### src/rtl/spi_sel_pkg.sv
package spi_sel_pkg;

    typedef enum logic [1:0] {
        SEL_NONE = 2'b00,
        SEL_HIGH = 2'b01,
        SEL_LOW  = 2'b10,
        SEL_RSVD = 2'b11
    } sel_mode_e;

endpackage

### src/rtl/spi_sel_sync.sv
module spi_sel_sync #(
    parameter int W      = 3,
    parameter int STAGES = 2
) (
    input  logic         clk,
    input  logic         rst_n,
    input  logic [W-1:0] din,
    output logic [W-1:0] dout
);
    logic [W-1:0] st_d [STAGES];
    logic [W-1:0] st_q [STAGES];

    for (genvar g = 0; g < STAGES; g++) begin : g_stage
        if (g == 0) begin : g_first
            assign st_d[g] = din;
        end else begin : g_next
            assign st_d[g] = st_q[g-1];
        end

        always_ff @(posedge clk or negedge rst_n) begin
            if (!rst_n) st_q[g] <= '0;
            else        st_q[g] <= st_d[g];
        end
    end

    assign dout = st_q[STAGES-1];
endmodule

### src/rtl/spi_sel_edge.sv
module spi_sel_edge (
    input  logic clk,
    input  logic rst_n,
    input  logic cpol,
    input  logic sclk_s,
    output logic lead_ev,
    output logic trail_ev
);
    logic prev_d, prev_q;
    logic rise, fall;

    always_comb begin
        prev_d   = sclk_s;
        rise     = sclk_s & ~prev_q;
        fall     = ~sclk_s & prev_q;
        // Leading edge leaves the idle level.
        lead_ev  = cpol ? fall : rise;
        trail_ev = cpol ? rise : fall;
    end

    always_ff @(posedge clk or negedge rst_n) begin
        if (!rst_n) prev_q <= 1'b0;
        else        prev_q <= prev_d;
    end
endmodule

### src/rtl/spi_sel_shift.sv
module spi_sel_shift #(
    parameter int DW = 8
) (
    input  logic          clk,
    input  logic          rst_n,
    input  logic          cfg_cpha,
    input  logic          cfg_msb_first,
    input  logic          cfg_seven_bit,
    input  logic          active,
    input  logic          lead_ev,
    input  logic          trail_ev,
    input  logic          mosi_s,
    input  logic          tx_wr,
    input  logic [DW-1:0] tx_data,
    output logic          tx_empty,
    output logic          miso_bit,
    output logic          rx_done,
    output logic [DW-1:0] rx_char
);
    localparam int CW = $clog2(2 * DW + 1);

    typedef struct packed {
        logic [DW-1:0] tx_buf;
        logic          tx_full;
        logic [DW-1:0] tx_sh;
        logic [DW-1:0] rx_sh;
        logic [CW-1:0] e_cnt;
        logic          out_bit;
        logic          rx_done;
        logic [DW-1:0] rx_char;
    } sh_state_t;

    sh_state_t     d, q;
    logic [CW-1:0] nbits;
    logic [DW-1:0] char_mask;
    logic [DW-1:0] rx_next;
    logic          cur_bit, lead_slot, step, capture;

    always_comb begin
        d         = q;
        d.rx_done = 1'b0;
        nbits     = cfg_seven_bit ? CW'(DW - 1) : CW'(DW);
        char_mask = cfg_seven_bit ? {1'b0, {(DW-1){1'b1}}} : {DW{1'b1}};
        cur_bit   = cfg_msb_first ? (cfg_seven_bit ? q.tx_sh[DW-2] : q.tx_sh[DW-1])
                                  : q.tx_sh[0];
        // Even counts wait for a leading edge, odd counts for a trailing edge.
        lead_slot = ~q.e_cnt[0];
        step      = active && ((lead_slot && lead_ev) || (!lead_slot && trail_ev));
        capture   = step && (lead_slot != cfg_cpha);

        if (cfg_msb_first)      rx_next = {q.rx_sh[DW-2:0], mosi_s} & char_mask;
        else if (cfg_seven_bit) rx_next = {1'b0, mosi_s, q.rx_sh[DW-2:1]};
        else                    rx_next = {mosi_s, q.rx_sh[DW-1:1]};

        // Reload only before the first edge of a frame.
        if (q.e_cnt == '0 && !step && q.tx_full) begin
            d.tx_sh   = q.tx_buf;
            d.tx_full = 1'b0;
        end

        if (capture) begin
            d.rx_sh = rx_next;
            if ((q.e_cnt >> 1) == nbits - 1'b1) begin
                d.rx_done = 1'b1;
                d.rx_char = rx_next;
            end
        end

        if (step && !capture) begin
            d.out_bit = cur_bit;
            d.tx_sh   = cfg_msb_first ? (q.tx_sh << 1) : (q.tx_sh >> 1);
        end

        if (step) begin
            d.e_cnt = q.e_cnt + 1'b1;
            if (d.e_cnt == (nbits << 1)) begin
                d.e_cnt   = '0;
                d.tx_sh   = '0;
                d.out_bit = 1'b0;
            end
        end

        if (tx_wr) begin
            d.tx_buf  = tx_data & char_mask;
            d.tx_full = 1'b1;
        end
    end

    always_ff @(posedge clk or negedge rst_n) begin
        if (!rst_n) q <= '0;
        else        q <= d;
    end

    assign tx_empty = ~q.tx_full;
    assign miso_bit = cfg_cpha ? q.out_bit : cur_bit;
    assign rx_done  = q.rx_done;
    assign rx_char  = q.rx_char;

    p_write_fills_r2: assert property (@(posedge clk) disable iff (!rst_n)
        tx_wr |=> !tx_empty);

    p_pause_holds_r9: assert property (@(posedge clk) disable iff (!rst_n)
        !active |=> $stable(q.e_cnt));

    p_cnt_bound_r3: assert property (@(posedge clk) disable iff (!rst_n)
        q.e_cnt < CW'(2 * DW));

    p_seven_top_zero_r5: assert property (@(posedge clk) disable iff (!rst_n)
        (rx_done && cfg_seven_bit) |-> !rx_char[DW-1]);
endmodule

### src/rtl/spi_sel_rxbuf.sv
module spi_sel_rxbuf #(
    parameter int DW = 8
) (
    input  logic          clk,
    input  logic          rst_n,
    input  logic          rx_done,
    input  logic [DW-1:0] rx_char,
    input  logic          rx_rd,
    output logic [DW-1:0] rx_data,
    output logic          rx_valid,
    output logic          rx_overrun
);
    typedef struct packed {
        logic [DW-1:0] data;
        logic          valid;
        logic          ovr;
    } rb_state_t;

    rb_state_t d, q;

    always_comb begin
        d = q;
        if (rx_rd) begin
            d.valid = 1'b0;
            d.ovr   = 1'b0;
        end
        if (rx_done) begin
            d.data  = rx_char;
            d.valid = 1'b1;
            if (q.valid && !rx_rd) d.ovr = 1'b1;
        end
    end

    always_ff @(posedge clk or negedge rst_n) begin
        if (!rst_n) q <= '0;
        else        q <= d;
    end

    assign rx_data    = q.data;
    assign rx_valid   = q.valid;
    assign rx_overrun = q.ovr;

    p_done_sets_valid_r6: assert property (@(posedge clk) disable iff (!rst_n)
        rx_done |=> rx_valid);

    p_overrun_sets_r7: assert property (@(posedge clk) disable iff (!rst_n)
        (rx_done && rx_valid && !rx_rd) |=> rx_overrun);

    p_read_clears_r7: assert property (@(posedge clk) disable iff (!rst_n)
        (rx_rd && !rx_done) |=> (!rx_valid && !rx_overrun));
endmodule

### src/rtl/spi_sel_slave.sv
module spi_sel_slave #(
    parameter int DW          = 8,
    parameter int SYNC_STAGES = 2
) (
    input  logic          clk,
    input  logic          rst_n,
    input  logic          cfg_cpol,
    input  logic          cfg_cpha,
    input  logic          cfg_msb_first,
    input  logic          cfg_seven_bit,
    input  logic [1:0]    cfg_sel_mode,
    input  logic          sclk_i,
    input  logic          mosi_i,
    input  logic          sel_i,
    output logic          miso_o,
    output logic          miso_oe,
    input  logic          tx_wr,
    input  logic [DW-1:0] tx_data,
    output logic          tx_empty,
    input  logic          rx_rd,
    output logic [DW-1:0] rx_data,
    output logic          rx_valid,
    output logic          rx_overrun
);
    import spi_sel_pkg::*;

    localparam int NSYNC = 3;

    logic [NSYNC-1:0] pins_s;
    logic             sclk_s, mosi_s, sel_s;
    logic             lead_ev, trail_ev;
    logic             active, miso_bit;
    logic             rx_done;
    logic [DW-1:0]    rx_char;
    sel_mode_e        mode;

    spi_sel_sync #(.W(NSYNC), .STAGES(SYNC_STAGES)) u_sync (
        .clk  (clk),
        .rst_n(rst_n),
        .din  ({sel_i, mosi_i, sclk_i}),
        .dout (pins_s)
    );

    assign {sel_s, mosi_s, sclk_s} = pins_s;
    assign mode = sel_mode_e'(cfg_sel_mode);

    always_comb begin
        case (mode)
            SEL_HIGH: active = sel_s;
            SEL_LOW:  active = ~sel_s;
            default:  active = 1'b1;
        endcase
    end

    spi_sel_edge u_edge (
        .clk     (clk),
        .rst_n   (rst_n),
        .cpol    (cfg_cpol),
        .sclk_s  (sclk_s),
        .lead_ev (lead_ev),
        .trail_ev(trail_ev)
    );

    spi_sel_shift #(.DW(DW)) u_shift (
        .clk          (clk),
        .rst_n        (rst_n),
        .cfg_cpha     (cfg_cpha),
        .cfg_msb_first(cfg_msb_first),
        .cfg_seven_bit(cfg_seven_bit),
        .active       (active),
        .lead_ev      (lead_ev),
        .trail_ev     (trail_ev),
        .mosi_s       (mosi_s),
        .tx_wr        (tx_wr),
        .tx_data      (tx_data),
        .tx_empty     (tx_empty),
        .miso_bit     (miso_bit),
        .rx_done      (rx_done),
        .rx_char      (rx_char)
    );

    spi_sel_rxbuf #(.DW(DW)) u_rxbuf (
        .clk       (clk),
        .rst_n     (rst_n),
        .rx_done   (rx_done),
        .rx_char   (rx_char),
        .rx_rd     (rx_rd),
        .rx_data   (rx_data),
        .rx_valid  (rx_valid),
        .rx_overrun(rx_overrun)
    );

    assign miso_oe = active;
    assign miso_o  = active & miso_bit;
endmodule

### config.mk
export PLATFORM = sky130hd
export DESIGN_NAME = spi_sel_slave
export DESIGN_NICKNAME = d
export VERILOG_FILES = /design/src/rtl/spi_sel_pkg.sv /design/src/rtl/spi_sel_sync.sv /design/src/rtl/spi_sel_edge.sv /design/src/rtl/spi_sel_shift.sv /design/src/rtl/spi_sel_rxbuf.sv /design/src/rtl/spi_sel_slave.sv
export SDC_FILE = /design/constraint.sdc
export NUM_CORES = 1
export LEC_CHECK = 0
export ABC_CLOCK_PERIOD_IN_PS = 2090
export BUFFER_PORTS_ARGS = -buffer_cell sky130_fd_sc_hd__buf_2
export CAP_MARGIN = 5
export CORE_MARGIN = 3
export CORE_UTILIZATION = 30
export DETAILED_ROUTE_END_ITERATION = 10
export PLACE_DENSITY = 0.53
export SYNTH_ARGS = -nofsm -noshare
export SYNTH_HDL_FRONTEND = slang
export SYNTH_SLANG_ARGS = --single-unit
### constraint.sdc
create_clock -name clk -period 2.09 [get_ports clk]
set_clock_uncertainty 0.15 [all_clocks]
set_input_delay 0.418 -clock clk [delete_from_list [all_inputs] [get_ports clk]]
set_output_delay 0.418 -clock clk [all_outputs]
set_load 0.05 [all_outputs]
==> impl_metrics.tcl <==
set metrics [dict create \
    status "completed" \
    gr-total-overflow 0 \
    rsz0062_at_grt "true" \
    yosysTopAreaCell "dfrtp_1" \
    ys_top_cells_by_area "dfrtp_1 (51%), mux2_2 (15%), mux2i_1 (4.6%)" \
    routedWlPerCell_um 15.7 \
    synth_fp_nets 255 \
    tightest_slew_ns 0.558 \
    area_growth_pct 31.5 \
    final-setup-viol-count 0 \
    grt_pass1_wl_mm 10.4 \
    fin_crit_ns 2.07 \
    yosys_warnings 0 \
    drt_iter0_drc 124 \
    cp_top_family "flip-flops" \
    end_kind "output pin" \
    worstReg2RegEnd "u_shift.q[18]" \
    die_h_um 103 \
    ff2ff_setup_slack_ns 0.08 \
    clkTransAtPathRegs_ns 0.07 \
    grt_usage_pct 13.0 \
    clock.fmax_ghz 0.482 \
    htree_levels 3 \
    coreArea_um2 8890 \
    synth_edf_count 0 \
    dr_total_vias 2070 \
    crit_chain "mux2_4 -> nor2_4 -> buf_12 -> nor2_4 -> buf_6" \
    clock_latency_ns 0.34 \
    first_pass_iters 4 \
    critPathMostFrequentCell "nor2_4" \
    viasPerCell 5.14 \
    p_leak_nw 1.74 \
    place_area_um2 3260 \
    antenna_found_initial 1 \
    cts_buffers 9 \
    portBuffers 33 \
    drv_cap 0 \
    synth.most_common_cell "dfrtp_1" \
    cts_buffer_depth 2 \
    yosys-top-cells-count "dfrtp_1 (57), mux2_2 (38), a221oi_1 (14)" \
    slew_headroom_pct 62.7 \
    crit_path_max_fanout 3 \
    synth-seq-cells 57 \
    cts_root_buffer "clkbuf_8" \
    cts_tree "built" \
    hold_viol 0 \
    cts.sinks 57 \
    cp_slowest_stage_delay_ns 0.37 \
    ys_types 44 \
    detail-route-antenna-nets 0 \
    worstReg2RegStart "u_shift.q[10]" \
    synthCells 230 \
    crit_end "miso_o" \
    holdPathStages 1 \
    hpwl_mm 4.23 \
    synthesis.area_um2 2800 \
    critPathLaunch "u_sync.dout[2]" \
    design_area_um2 3680 \
    cp.depth 5 \
    worst-path-buf-inv 2 \
    async_flop_share_pct 100 \
    critPathKind "register to output pin" \
    ys_seq_area_share_pct 50.9 \
    diodes 0 \
    num_rows 34 \
    synth.avg_cell_area_um2 12.2 \
    synthFlopType "dfrtp_1" \
    hp-class "input pin to register" \
    place.gp.congestion 0.788 \
    final_max_slew_viol_count 0 \
    powerDensity_nw_per_um2 1200 \
    grt_pass1_vias 2040 \
    vdd_drop_max_uv 433 \
    startpoint_type "register" \
    netlist.area_leader.share_pct 50.9 \
    routed_wirelength_mm 6.35 \
    drc_errors 0 \
    post-route-period-util_pct 99.3 \
    die_w_um 103 \
    r2r_cells 5 \
    grt_start_max_net_pins 39 \
    cp_slowest_cell "dfrtp_1" \
    ios 34 \
    arrival_ns 1.51 \
    nets 315 \
    drive_above_1_share_pct 48.1 \
    die_area_um2 10500 \
    required_ns 1.52 \
    fin_hold_ws_ns 0.0308 \
    fin_util_pct 41.4 \
    start_util_pct 31.5 \
]
## routing by layer
layer  GRT usage [%]  routed length [µm]  share of wire [%]
met1            17.5                2970                 47
met2            18.8                2950                 46
met3            3.86                 286                4.5
met4            6.96                 129                2.0
met5               0                   7               0.11
## sequential cells by signal (all words and copies together) (netlist names)
register / count
u_shift.q: 31
u_rxbuf.rx_data: 8
u_shift.rx_char: 8
u_sync.dout: 3
u_sync.st_d: 3
u_edge.prev_q: 1
u_rxbuf.rx_overrun: 1
u_rxbuf.rx_valid: 1
u_shift.rx_done: 1
## through the flow
stage | power, mW | cells | TNS [ns] | setup WS (ns)
finish | 4.40 | 403 | 0 | 0.0151
global route | 4.71 | 403 | -0.0433 | -0.0433
CTS | 4.17 | 397 | -0.0358 | -0.0358
detailed placement | 3.03 | 378 | -1.56 | -0.0922
global placement | 3.00 | 378 | -1.05 | -0.0648
floorplan | 2.59 | 230 | 0 | 0.0259
## logic make-up after synthesis
logic type | share of synthesized area (%)
AO/OA/AOI/OAI | 11.4
XOR/XNOR | 2.46
adder cells (fa/ha/maj) | 1.79
buffers and inverters | 3.66
flip-flops | 50.9
multiplexers | 20.5
AND/OR/NAND/NOR | 9.25
## how the worst min path moves through the flow
stage | start | endpoint | slack (ns)
detailed placement | u_sync.st_d[1] | u_sync.dout[1] | 0.18
finish | sclk_i | u_sync.st_d[0] | 0.03
floorplan | rst_n | u_edge.prev_q | -0.03
CTS | mosi_i | u_sync.st_d[1] | 0.02
global placement | u_sync.st_d[2] | u_sync.dout[2] | 0.18
global route | sel_i | u_sync.st_d[2] | 0.02
## cell usage in the layout (no fill, tap or decap), types with 7 or more instances in the layout
cell type,instances
dfrtp_1,55
mux2_2,37
buf_2,31
buf_4,23
mux2i_1,13
clkbuf_8,12
nor2_1,11
inv_1,8
a21oi_1,8
and3_1,7
a221oi_1,7
## final cells by class
class	instances	area [µm²]
Timing Repair Buffer	63	454
Multi-Input combinational cell	149	1410
Clock buffer	12	165
Inverter	10	42.5
Sequential cell	57	1430
Clock inverter	4	50.0
Tap cell	108	135
Fill cell	836	5210
## what timing repair did
| item | CTS | global route |
|---|---|---|
| resized for setup | 4 | 24 |
| setup buffers | 2 | 6 |
| hold buffers | 1 | 0 |
| pin swaps | 1 | 5 |
| endpoints found under the hold margin | 19 | 0 |
| endpoints found under the setup margin | 2 | 23 |
## power breakdown
group,total (mW),switching [mW],internal [mW],leakage [nW]
clock network,1.09,0.449,0.645,0.105
registers,1.63,0.288,1.34,0.721
logic,1.68,0.820,0.857,0.916
total,4.40,1.56,2.85,1.74
No activity file was read; power rests on OpenSTA's default activity.
